**config.mk**
```make
export PLATFORM = sky130hd
export DESIGN_NAME = spi_hold_gate
export DESIGN_NICKNAME = d
export VERILOG_FILES = /design/src/rtl/spg_pkg.sv /design/src/rtl/spg_sync.sv /design/src/rtl/spg_pause_fsm.sv /design/src/rtl/spg_so_gate.sv /design/src/rtl/spi_hold_gate.sv
export SDC_FILE = /design/constraint.sdc
export NUM_CORES = 1
export LEC_CHECK = 0
export BUFFER_PORTS_ARGS = -buffer_cell sky130_fd_sc_hd__buf_2
export CAP_MARGIN = 0
export CORE_MARGIN = 10
export CORE_UTILIZATION = 35
export DETAILED_ROUTE_END_ITERATION = 16
export HOLD_SLACK_MARGIN = 0.05
export PLACE_DENSITY_LB_ADDON = 0.15
export REMOVE_ABC_BUFFERS = 1
export SETUP_SLACK_MARGIN = 0.5
export SYNTH_ARGS = -nofsm -noshare
export SYNTH_HDL_FRONTEND = slang
export SYNTH_SLANG_ARGS = --single-unit
```
**constraint.sdc**
```tcl
create_clock -name clk -period 1.7 [get_ports clk]
set_clock_uncertainty 0.2 [all_clocks]
set_input_delay 0.34 -clock clk [delete_from_list [all_inputs] [get_ports clk]]
set_output_delay 0.34 -clock clk [all_outputs]
set_load 0.01 [all_outputs]
```
**src/rtl/spg_pkg.sv**
```systemverilog
package spg_pkg;

    // Synchronised view of the serial pins.
    typedef struct packed {
        logic cs_n;
        logic sck;
        logic si;
        logic hold_n;
    } pin_vec_t;

    localparam int PIN_W = $bits(pin_vec_t);

    // Reset level of the pins: deselected, clock low, no pause request.
    localparam logic [PIN_W-1:0] PIN_IDLE = {1'b1, 1'b0, 1'b0, 1'b1};

    // Registered state of the gating engine.
    typedef struct packed {
        logic paused;
        logic sck_prev;
        logic hold_prev;
        logic rise;
        logic fall;
        logic si;
        logic abort;
    } gate_state_t;

    // Registered state of the output pad stage.
    typedef struct packed {
        logic oe;
        logic dat;
    } pad_state_t;

endpackage

```
**src/rtl/spg_sync.sv**
```systemverilog
module spg_sync #(
    parameter int              WIDTH     = 4,
    parameter int              STAGES    = 2,
    parameter logic [WIDTH-1:0] RESET_VAL = '0
) (
    input  logic             clk,
    input  logic             rst_n,
    input  logic [WIDTH-1:0] din,
    output logic [WIDTH-1:0] dout
);
    localparam int LAST = STAGES - 1;

    logic [WIDTH-1:0] stage_d [STAGES];
    logic [WIDTH-1:0] stage_q [STAGES];

    always_comb begin
        stage_d[0] = din;
        for (int i = 1; i < STAGES; i++) begin
            stage_d[i] = stage_q[i-1];
        end
    end

    generate
        for (genvar g = 0; g < STAGES; g++) begin : gen_stage
            always_ff @(posedge clk or negedge rst_n) begin
                if (!rst_n) stage_q[g] <= RESET_VAL;
                else        stage_q[g] <= stage_d[g];
            end
        end
    endgenerate

    assign dout = stage_q[LAST];

    initial begin
        AST_SYNC_DEPTH: assert (STAGES >= 2);
    end
endmodule

```
**src/rtl/spg_pause_fsm.sv**
```systemverilog
module spg_pause_fsm
    import spg_pkg::*;
(
    input  logic     clk,
    input  logic     rst_n,
    input  pin_vec_t pins,
    output logic     rise_stb,
    output logic     fall_stb,
    output logic     si_bit,
    output logic     abort_stb,
    output logic     paused
);
    gate_state_t st_d, st_q;

    logic sck_up;
    logic sck_down;
    logic hold_up;
    logic deliver;

    always_comb begin
        sck_up   = pins.sck && !st_q.sck_prev;
        sck_down = !pins.sck && st_q.sck_prev;
        hold_up  = pins.hold_n && !st_q.hold_prev;
        deliver  = !st_q.paused && !pins.cs_n;

        st_d           = st_q;
        st_d.sck_prev  = pins.sck;
        st_d.hold_prev = pins.hold_n;
        st_d.rise      = sck_up && deliver;
        st_d.fall      = sck_down && deliver;
        st_d.abort     = st_q.paused && pins.cs_n;

        if (sck_up && deliver) begin
            st_d.si = pins.si;
        end

        // Pause transitions use the same synchronised clock level as edges.
        if (pins.cs_n) begin
            st_d.paused = 1'b0;
        end else if (!st_q.paused) begin
            if (!pins.hold_n && !pins.sck) st_d.paused = 1'b1;
        end else begin
            if (hold_up && !pins.sck) st_d.paused = 1'b0;
        end
    end

    always_ff @(posedge clk or negedge rst_n) begin
        if (!rst_n) begin
            st_q <= '{paused: 1'b0, sck_prev: 1'b0, hold_prev: 1'b1,
                      rise: 1'b0, fall: 1'b0, si: 1'b0, abort: 1'b0};
        end else begin
            st_q <= st_d;
        end
    end

    assign rise_stb  = st_q.rise;
    assign fall_stb  = st_q.fall;
    assign si_bit    = st_q.si;
    assign abort_stb = st_q.abort;
    assign paused    = st_q.paused;

    AST_STB_EXCL: assert property (@(posedge clk) disable iff (!rst_n)
        !(st_q.rise && st_q.fall));
    AST_NO_STB_PAUSED: assert property (@(posedge clk) disable iff (!rst_n)
        st_q.paused |=> !(st_q.rise || st_q.fall));
    AST_ENTER_LOW: assert property (@(posedge clk) disable iff (!rst_n)
        $rose(st_q.paused) |-> $past(!pins.sck && !pins.hold_n && !pins.cs_n));
    AST_EXIT_LOW: assert property (@(posedge clk) disable iff (!rst_n)
        $fell(st_q.paused) |-> $past(pins.cs_n || (!pins.sck && pins.hold_n)));
    AST_CS_CLEARS: assert property (@(posedge clk) disable iff (!rst_n)
        pins.cs_n |=> !st_q.paused);
    AST_ABORT_SRC: assert property (@(posedge clk) disable iff (!rst_n)
        st_q.abort |-> $past(st_q.paused));
endmodule

```
**src/rtl/spg_so_gate.sv**
```systemverilog
module spg_so_gate
    import spg_pkg::*;
(
    input  logic     clk,
    input  logic     rst_n,
    input  pin_vec_t pins,
    input  logic     paused,
    input  logic     eng_so,
    input  logic     eng_so_oe,
    output logic     so_pad,
    output logic     so_pad_oe
);
    pad_state_t pad_d, pad_q;

    always_comb begin
        pad_d     = pad_q;
        pad_d.dat = eng_so;
        // A low pause request releases the pad at once, before qualification.
        pad_d.oe  = eng_so_oe && !pins.cs_n && pins.hold_n && !paused;
    end

    always_ff @(posedge clk or negedge rst_n) begin
        if (!rst_n) pad_q <= '{oe: 1'b0, dat: 1'b0};
        else        pad_q <= pad_d;
    end

    assign so_pad    = pad_q.dat;
    assign so_pad_oe = pad_q.oe;

    AST_OE_HOLD: assert property (@(posedge clk) disable iff (!rst_n)
        !pins.hold_n |=> !pad_q.oe);
    AST_OE_DESEL: assert property (@(posedge clk) disable iff (!rst_n)
        pins.cs_n |=> !pad_q.oe);
endmodule

```
**src/rtl/spi_hold_gate.sv**
```systemverilog
module spi_hold_gate
    import spg_pkg::*;
#(
    parameter int SYNC_STAGES = 2
) (
    input  logic clk,
    input  logic rst_n,
    input  logic cs_n_pin,
    input  logic sck_pin,
    input  logic si_pin,
    input  logic hold_n_pin,
    input  logic eng_so,
    input  logic eng_so_oe,
    output logic sck_rise_stb,
    output logic sck_fall_stb,
    output logic si_bit,
    output logic eng_abort,
    output logic so_pad,
    output logic so_pad_oe
);
    pin_vec_t           raw_pins;
    logic [PIN_W-1:0]   sync_bits;
    pin_vec_t           sync_pins;
    logic               paused;

    assign raw_pins = '{cs_n: cs_n_pin, sck: sck_pin, si: si_pin, hold_n: hold_n_pin};

    spg_sync #(
        .WIDTH     (PIN_W),
        .STAGES    (SYNC_STAGES),
        .RESET_VAL (PIN_IDLE)
    ) u_sync (
        .clk   (clk),
        .rst_n (rst_n),
        .din   (raw_pins),
        .dout  (sync_bits)
    );

    assign sync_pins = pin_vec_t'(sync_bits);

    spg_pause_fsm u_fsm (
        .clk       (clk),
        .rst_n     (rst_n),
        .pins      (sync_pins),
        .rise_stb  (sck_rise_stb),
        .fall_stb  (sck_fall_stb),
        .si_bit    (si_bit),
        .abort_stb (eng_abort),
        .paused    (paused)
    );

    spg_so_gate u_so (
        .clk       (clk),
        .rst_n     (rst_n),
        .pins      (sync_pins),
        .paused    (paused),
        .eng_so    (eng_so),
        .eng_so_oe (eng_so_oe),
        .so_pad    (so_pad),
        .so_pad_oe (so_pad_oe)
    );

    AST_ABORT_ONE: assert property (@(posedge clk) disable iff (!rst_n)
        eng_abort |=> !eng_abort);
endmodule

```
==> results of run 1 <==
## per-stage QoR
stage                     cell area, um2  worst slack, ns  cells  total power, W
final                                756            0.319     69        0.000741
after global routing                 756            0.279     69        0.000790
after CTS                            698            0.291     66        0.000730
after detailed placement             591            0.287     54        0.000500
after global placement               591            0.348     54        0.000496
after floorplan                      507            0.369     26        0.000468
## metal layers
layer  global-route usage (%)  part of all wire [%]  vias up  wire length [um]
met5                        0                     0        -                 0
met4                     1.01                     0        0                 0
met3                     5.88                    12        0               112
met2                     10.9                    51       15               489
met1                     4.85                    37      157               347
li1                         -                     -      141                 -
## state kept, by name, indices dropped and copies added (netlist names)
name / count
u_fsm.rise_stb: 1
u_fsm.fall_stb: 1
u_fsm.st_q: 2
u_fsm.si_bit: 1
u_sync.stage_d: 4
u_fsm.abort_stb: 1
u_so.so_pad: 1
u_so.so_pad_oe: 1
u_sync.dout: 4
u_fsm.paused: 1
## cell families (layout without fill, tap and decap cells)
logic type | Yosys count | count (layout) | share of synthesized area [%]
compound gates | 2 | 2 | 1.97
buf+inv | 0 | 28 | 0
flops | 17 | 17 | 85.2
mux | 1 | 1 | 2.22
simple gates | 6 | 6 | 10.6
## what timing repair did
action / 4_1_cts / 5_1_grt
pin swaps: 1 / 2
gates resized for setup: 2 / 7
endpoints found under the setup margin: 7 / 9
hold endpoints to repair: 17 / 1
buffers inserted: 2 / 2
hold buffers: 6 / 1
## worst max-delay path by stage
stage / endpoint / start / cells past startpoint
after floorplan: u_fsm.si_bit$_DFFE_PN0P_ / u_fsm.paused$_DFF_PN0_ / 2
after global placement: u_fsm.si_bit$_DFFE_PN0P_ / u_fsm.paused$_DFF_PN0_ / 2
after detailed placement: u_fsm.si_bit$_DFFE_PN0P_ / u_fsm.paused$_DFF_PN0_ / 2
after CTS: u_fsm.si_bit$_DFFE_PN0P_ / u_fsm.paused$_DFF_PN0_ / 2
after global routing: u_fsm.si_bit$_DFFE_PN0P_ / u_fsm.st_q[5]$_DFF_PN0_ / 2
final: u_fsm.si_bit$_DFFE_PN0P_ / u_fsm.st_q[5]$_DFF_PN0_ / 2
## power by group
group | internal (W) | switching, W
Sequential | 0.000433 | 0.0000152
Combinational | 0.0000555 | 0.0000288
Clock | 0.0000874 | 0.000121
Total | 0.000576 | 0.000165
## critical path: stages (launching register included)
cell and delay [ns]:
dfrtp_1 0.42, nor4b_4 0.33, mux2_4 0.33
## final cells by class
| cell class | instances | area (um2) | share of cell area, % |
|---|---|---|---|
| clock buffer | 3 | 22.5 | 2.98 |
| timing repair buffer | 24 | 191 | 25.3 |
| clock inverter | 1 | 5.00 | 0.662 |
| sequential | 17 | 433 | 57.3 |
| multi-input combinational | 9 | 85.1 | 11.3 |
| tap | 15 | 18.8 | 2.48 |
## Yosys cell counts
cell type | number | area [um2]
nor3_1 | 1 | 5.00
nand2_1 | 1 | 3.75
dfstp_2 | 5 | 131
or2_2 | 1 | 6.26
mux2_1 | 1 | 11.3
and2_1 | 1 | 6.26
o21ai_0 | 1 | 5.00
nor4b_4 | 1 | 23.8
a21oi_1 | 1 | 5.00
dfrtp_1 | 12 | 300
nor4b_1 | 1 | 8.76
## placed cells by master (no fill, tap or decap), types with 2 or more instances in the layout
master | Yosys | final
dfrtp_1 | 12 | 11
buf_2 | 0 | 10
dlygate4sd3_1 | 0 | 7
buf_6 | 0 | 5
dfstp_2 | 5 | 5
clkbuf_4 | 0 | 3
buf_4 | 0 | 2
==> results.json, run 1 <==
{
  "status": "finished clean",
  "finalHoldViolCount": 0,
  "start_kind": "flop",
  "syn_avg_cell_area_um2": 19.5,
  "cts_buffers": 3,
  "worst_pin_slew_ns": 0.359,
  "grt_setup_unrepaired": "yes",
  "grt_start_max_net_pins": 18,
  "leakagePower_nw": 0.357,
  "h-tree-depth": 1,
  "clk_latency_ns": 0.28,
  "cts_tree": "done",
  "cts.reportedPaths.clkPinSlew_ns": 0.09,
  "detail-route-antenna-nets": 0,
  "core-area_um2": 1330,
  "min_period_over_period_pct": 81.2,
  "die_y_um": 58.1,
  "report.final.slew_viol_count": 0,
  "holdWs_ns": 0.157,
  "period_needed_ns": 1.38,
  "die_w_um": 58.1,
  "rr_worst_depth": 2,
  "routedWlPerCell_um": 13.8,
  "wl_um": 950,
  "critPathArrivalTime_ns": 1.36,
  "num_vias": 313,
  "worstSetupPathType": "flop to flop",
  "endpoint_kind": "flop",
  "yosys_warnings": 0,
  "antenna_found_initial": 0,
  "fill_cells": 115,
  "initial_utilization_pct": 38.0,
  "r2r-end": "u_fsm.si_bit$_DFFE_PN0P_",
  "hold_start": "u_sync.stage_d[2]$_DFF_PN0_",
  "min_path_type": "flop to flop",
  "cts_max_path_buffers": 2,
  "fp-row-count": 13,
  "first_iter_violations": 3,
  "required_ns": 1.68,
  "grt-ovfl-total": 0,
  "nNetsFinal": 63,
  "whs_path_depth": 0,
  "cp_max_fo": 2,
  "max-cap-violations": 0,
  "reg2reg_slack_ns": 0.32,
  "areaGrowthSynthToFinish_pct": 49.1,
  "cts-root-buf": "clkbuf_4",
  "ir_drop_uv": 667,
  "dieArea_um2": 3370,
  "synth_cell_types": 11,
  "fmax_mhz": 724,
  "drcViolationCount": 0,
  "synth-seq-area-share_pct": 85.2,
  "setup_violations": 0,
  "routed_via_density": 4.54,
  "grt_pass1_wl_mm": 1.59,
  "powerDensity_nw_per_um2": 980,
  "io_pins": 14,
  "post-route-util_pct": 56.7,
  "slew_headroom_pct": 76.1,
  "ys_ff_latch": 17,
  "worstReg2RegStart": "u_fsm.st_q[5]$_DFF_PN0_",
  "synth_cells": 26,
  "syn_area_um2": 507,
  "clock_sinks": 17,
  "gp_congestion": 0.642,
  "drive_gt1_share_pct": 57.4,
  "grt_pass1_vias": 358,
  "port_buffers": 13,
  "holdPathEnd": "u_sync.dout[2]$_DFF_PN0_",
  "place_hpwl_um": 645,
  "tns_ns": 0,
  "drt_pre_antenna_iters": 2,
  "track_usage_pct": 6.15,
  "n_antenna_cell": 0
}
Power figures use the tool's default switching activity.
==> run 2: changes to the inputs <==
--- a/config.mk
+++ b/config.mk
@@ -5,6 +5,7 @@
 export SDC_FILE = /design/constraint.sdc
 export NUM_CORES = 1
 export LEC_CHECK = 0
+export ABC_AREA = 1
 export BUFFER_PORTS_ARGS = -buffer_cell sky130_fd_sc_hd__buf_2
 export CAP_MARGIN = 0
 export CORE_MARGIN = 10
==> constraint.sdc (replaced) <==
create_clock -name clk -period 1.4 [get_ports clk]
set_clock_uncertainty 0.2 [all_clocks]
set_input_delay 0.28 -clock clk [delete_from_list [all_inputs] [get_ports clk]]
set_output_delay 0.28 -clock clk [all_outputs]
set_load 0.01 [all_outputs]
==> results.json, run 2 <==
{
  "leakagePower_nw": 0.369,
  "drt_pre_antenna_iters": 2,
  "critPathBufInv": 1,
  "pwr-share-seq_pct": 62.1,
  "synthTopCellsByArea": "dfrtp_1, dfstp_2, inv_1, nand2_1, nor2_1",
  "clock_sinks": 17,
  "setup_violations": 0,
  "clk_latency_ns": 0.28,
  "max_stage_delay_ns": 0.38,
  "synth-seq-area-share_pct": 86.0,
  "critPathTopFamily": "flip-flops",
  "p_sw_w": 0.000189,
  "final_cell_mix": "buf_2, dfrtp_1, dfstp_2",
  "drive_gt1_share_pct": 55.4,
  "grt_setup_unrepaired": "yes",
  "min_period_over_period_pct": 90.8,
  "cts_hold_buf": 2,
  "h-tree-depth": 1,
  "seq_area_um2": 432,
  "dieArea_um2": 3350,
  "core-area_um2": 1330,
  "cts_buffers": 3,
  "status": "complete, but fails checks",
  "yosys-top-cells-count": "dfrtp_1, dfstp_2, inv_1, nand2_1, nor2_1",
  "fill_cells": 122,
  "endpoint_kind": "output pin",
  "slew_headroom_pct": 75.9,
  "cp_max_fo": 2,
  "ir_drop_uv": 746,
  "required_ns": 0.92,
  "min_path_type": "input port to asynchronous set/reset pin",
  "areaGrowthSynthToFinish_pct": 40.1,
  "grt_pass1_wl_mm": 1.52,
  "num_vias": 324,
  "grt-ovfl-total": 0,
  "drcViolationCount": 0,
  "fmax_mhz": 787,
  "share_comb_of_total_power_pct": 9.6,
  "synth_cells": 33,
  "antenna_found_initial": 0,
  "synth_cell_types": 11,
  "gp_congestion": 0.659,
  "wl_um": 879,
  "syn_avg_cell_area_um2": 15.2,
  "tns_ns": 0,
  "port_buffers": 13,
  "initial_utilization_pct": 37.6,
  "path_cells": "buf_2",
  "nNetsFinal": 65,
  "start_kind": "flop",
  "report.final.slew_viol_count": 0,
  "synthArstFlopShare_pct": 100,
  "intPower_w": 0.000677,
  "synth_edf_count": 0,
  "fp-row-count": 13,
  "design_area_um2": 703,
  "grt_start_max_net_pins": 18,
  "multi_input_area_um2": 83.8,
  "track_usage_pct": 5.85,
  "yosysMostFrequentCell": "dfrtp_1",
  "holdWs_ns": -0.301,
  "max-cap-violations": 0,
  "period_needed_ns": 1.27,
  "grt_pass1_vias": 361,
  "fin_cells": 71,
  "dp_cells": 61,
  "cts-root-buf": "clkbuf_4",
  "worst_pin_slew_ns": 0.361,
  "yosys_warnings": 0,
  "routed_via_density": 4.56,
  "violations": "negative hold slack",
  "detail-route-antenna-nets": 0,
  "synth_ff_type": "dfrtp_1",
  "critPathArrivalTime_ns": 0.79,
  "first_iter_violations": 3,
  "syn_area_um2": 502,
  "cts_tree": "done",
  "io_pins": 14,
  "synth_top_area_cell": "dfrtp_1",
  "cpMaxStageDelayCell": "dfrtp_1",
  "place_hpwl_um": 643,
  "n_antenna_cell": 0,
  "yosysTopAreaCellShare_pct": 59.9,
  "cts_max_path_buffers": 2,
  "pwr-share-clk_pct": 28.4,
  "p_sw_share_pct": 21.8,
  "die_w_um": 57.9,
  "routedWlPerCell_um": 12.4,
  "placed_cell_area_um2": 586,
  "powerDensity_nw_per_um2": 1230,
  "cts.reportedPaths.clkPinSlew_ns": 0.09,
  "worstSetupPathType": "flop to output pin",
  "ys_ff_latch": 17,
  "finalHoldViolCount": 20,
  "die_y_um": 57.9
}
## run 2: kinds of logic after synthesis
group           share of synthesized area, %
simple gates                            8.98
flops                                   86.0
buf+inv                                 2.99
compound gates                          1.99
## run 2: power groups by stage
stage / clock network [W] / logic (W) / registers (W)
detailed placement: 0 / 0.0000539 / 0.000546
finish: 0.000246 / 0.0000828 / 0.000538
floorplan: 0 / 0.0000138 / 0.000550
global route: 0.000276 / 0.0000942 / 0.000542
global placement: 0 / 0.0000519 / 0.000544
CTS: 0.000262 / 0.0000759 / 0.000538
## run 2: per-stage QoR
step / power (W) / worst slack (ns) / util [%] / hold WS, ns
after global placement: 0.000596 / 0.328 / 43.9 / -0.00207
after detailed placement: 0.000600 / 0.285 / 43.9 / 0.0108
after floorplan: 0.000563 / 0.384 / - / -0.216
after CTS: 0.000876 / 0.108 / 50.8 / -0.308
final: 0.000866 / 0.129 / 52.7 / -0.301
after global routing: 0.000911 / 0.0832 / 52.7 / -0.291
## run 2: timing repair
action	4_1_cts	5_1_grt
pin swaps	2	0
setup buffers	3	1
endpoints found under the setup margin	12	13
endpoints found under the hold margin	23	21
resized for setup	7	4
## run 2: metal layers
layer	share of wire (%)	up-vias	GRT usage (%)
met5	0	-	0
met1	39	162	5.48
li1	-	149	-
met4	0	0	4.03
met2	49	13	9.20
met3	12	0	3.70
## run 2: final cells by class
type	instances	area share [%]
inverter	4	2.14
clock buffer	4	3.74
timing repair buffer	19	18.1
multi-input combinational	12	11.9
tap	15	2.67
sequential	17	61.4
## run 2: final timing paths
kind / start / endpoint / slack [ns] / cells past startpoint
max in group asynchronous: rst_n / u_fsm.st_q[4]$_DFF_PN1_ / 1.00 / 1
min in group clk: si_pin / u_sync.stage_d[1]$_DFF_PN0_ / -0.10 / 1
setup / recovery: u_fsm.si_bit$_DFFE_PN0P_ / si_bit / 0.13 / 1
hold / removal: rst_n / u_fsm.abort_stb$_DFF_PN0_ / -0.30 / 1
hold reg to reg: u_sync.stage_d[1]$_DFF_PN0_ / u_sync.dout[1]$_DFF_PN0_ / 0.16 / 0
setup reg to reg: u_sync.dout[2]$_DFF_PN0_ / u_fsm.paused$_DFF_PN0_ / 0.34 / 2
==> run 3: changes to the inputs <==
==> constraint.sdc (replaced) <==
create_clock -name clk -period 1.5 [get_ports clk]
set_clock_uncertainty 0.2 [all_clocks]
set_input_delay 0.3 -clock clk [delete_from_list [all_inputs] [get_ports clk]]
set_output_delay 0.3 -clock clk [all_outputs]
set_load 0.01 [all_outputs]
==> results.json, run 3 (synthesis results as in run 2) <==
{
  "cts-root-buf": "clkbuf_4",
  "cts_tree": "done",
  "holdWs_ns": 0.0411,
  "min_period_over_period_pct": 86.0,
  "die_w_um": 57.9,
  "clock_sinks": 17,
  "drive_gt1_share_pct": 50.8,
  "die_y_um": 57.9,
  "seq_area_um2": 432,
  "drcViolationCount": 0,
  "critPathBufInv": 1,
  "report.final.slew_viol_count": 0,
  "initial_utilization_pct": 37.6,
  "detail-route-antenna-nets": 0,
  "fp-row-count": 13,
  "slew_headroom_pct": 84.9,
  "cpMaxStageDelayCell": "dfrtp_1",
  "routed_via_density": 4.45,
  "path_cells": "buf_2",
  "port_buffers": 13,
  "cts_hold_buf": 6,
  "leakagePower_nw": 0.373,
  "dieArea_um2": 3350,
  "track_usage_pct": 5.89,
  "grt_start_max_net_pins": 18,
  "grt-ovfl-total": 0,
  "max-cap-violations": 0,
  "routedWlPerCell_um": 12.3,
  "first_iter_violations": 3,
  "multi_input_area_um2": 83.8,
  "io_pins": 14,
  "clk_latency_ns": 0.28,
  "final_cell_mix": "dfrtp_1, buf_2, dlygate4sd3_1, dfstp_2, clkbuf_4",
  "required_ns": 1.00,
  "cts.reportedPaths.clkPinSlew_ns": 0.09,
  "grt_pass1_vias": 380,
  "cts_max_path_buffers": 2,
  "final_common_cell": "dfrtp_1",
  "top_usage_layer": "met2",
  "cp_max_fo": 2,
  "critPathTopFamily": "flip-flops",
  "cts_buffers": 3,
  "grt_pass1_wl_mm": 1.54,
  "start_kind": "flop",
  "tns_ns": 0,
  "use_met3_pct": 3.27,
  "num_vias": 329,
  "antenna_found_initial": 0,
  "post-route-util_pct": 55.4,
  "n_antenna_cell": 0,
  "placed_cell_area_um2": 586,
  "status": "finished clean",
  "critPathArrivalTime_ns": 0.79,
  "min_path_type": "input port to flop",
  "finalHoldViolCount": 0,
  "use_met2_pct": 9.36,
  "fill_cells": 117,
  "period_needed_ns": 1.29,
  "core-area_um2": 1330,
  "h-tree-depth": 1,
  "setup_violations": 0,
  "dp_cells": 61,
  "gp_congestion": 0.659,
  "wl_um": 907,
  "worstSetupPathType": "flop to output pin",
  "fmax_mhz": 775,
  "design_area_um2": 739,
  "max_stage_delay_ns": 0.38,
  "nNetsFinal": 68,
  "areaGrowthSynthToFinish_pct": 47.4,
  "globalRouteMet1Util_pct": 5.73,
  "fin_cells": 74,
  "worst_pin_slew_ns": 0.226,
  "powerDensity_nw_per_um2": 1110,
  "ir_drop_uv": 667,
  "grt_setup_unrepaired": "yes",
  "place_hpwl_um": 643,
  "endpoint_kind": "output pin",
  "drt_pre_antenna_iters": 2
}
==> run 3: metrics by stage <==
stage,total power [W],setup slack [ns]
floorplan,0.000526,0.484
global placement,0.000556,0.428
detailed placement,0.000560,0.385
CTS,0.000824,0.188
global route,0.000860,0.163
finish,0.000820,0.209
==> run 3: area by class of cell <==
cell class                 count  share of cell area [%]
sequential                    17                    58.4
tap                           15                    2.54
multi-input combinational     12                    11.3
clock buffer                   4                    3.55
timing repair buffer          22                    22.2
inverter                       4                    2.03
==> run 3: path summary, 6_finish.rpt <==
check | slack, ns | from | endpoint | depth (start not counted)
worst max-delay path | 0.21 | u_fsm.si_bit$_DFFE_PN0P_ | si_bit | 1
worst min-delay path | 0.04 | eng_so_oe | u_so.so_pad_oe$_DFF_PN0_ | 3
worst max register to register | 0.43 | u_fsm.paused$_DFF_PN0_ | u_fsm.si_bit$_DFFE_PN0P_ | 4
worst min register to register | 0.16 | u_sync.stage_d[1]$_DFF_PN0_ | u_sync.dout[1]$_DFF_PN0_ | 0
max in group asynchronous | 0.62 | rst_n | u_sync.dout[0]$_DFF_PN1_ | 2
min in group asynchronous | 0.23 | rst_n | u_so.so_pad_oe$_DFF_PN0_ | 2
==> run 3: metal layers <==
layer	share of wire, %	up-vias
met3	10	0
met1	38	159
met5	0	-
li1	-	157
met2	52	13
met4	0	0
==> run 3: power breakdown <==
| group | total (W) | switching, W | internal, W |
|---|---|---|---|
| Clock | 0.000234 | 0.000131 | 0.000103 |
| Sequential | 0.000502 | 0.0000132 | 0.000489 |
| Combinational | 0.0000837 | 0.0000382 | 0.0000455 |
==> run 3: timing repair <==
| action | CTS | global route |
|---|---|---|
| hold endpoints to repair | 23 | 1 |
| cloned | 0 | 0 |
| gates resized for setup | 5 | 7 |
| setup endpoints to repair | 11 | 17 |
| pin swaps | 2 | 0 |
| setup buffers | 3 | 0 |
==> run 3: tightest hold or removal path: cells and delay by family <==
| family | cells | cell delay (ns) |
|---|---|---|
| buffers and inverters | 1 | 0.09 |
| and+or+nand+nor | 2 | 0.11 |
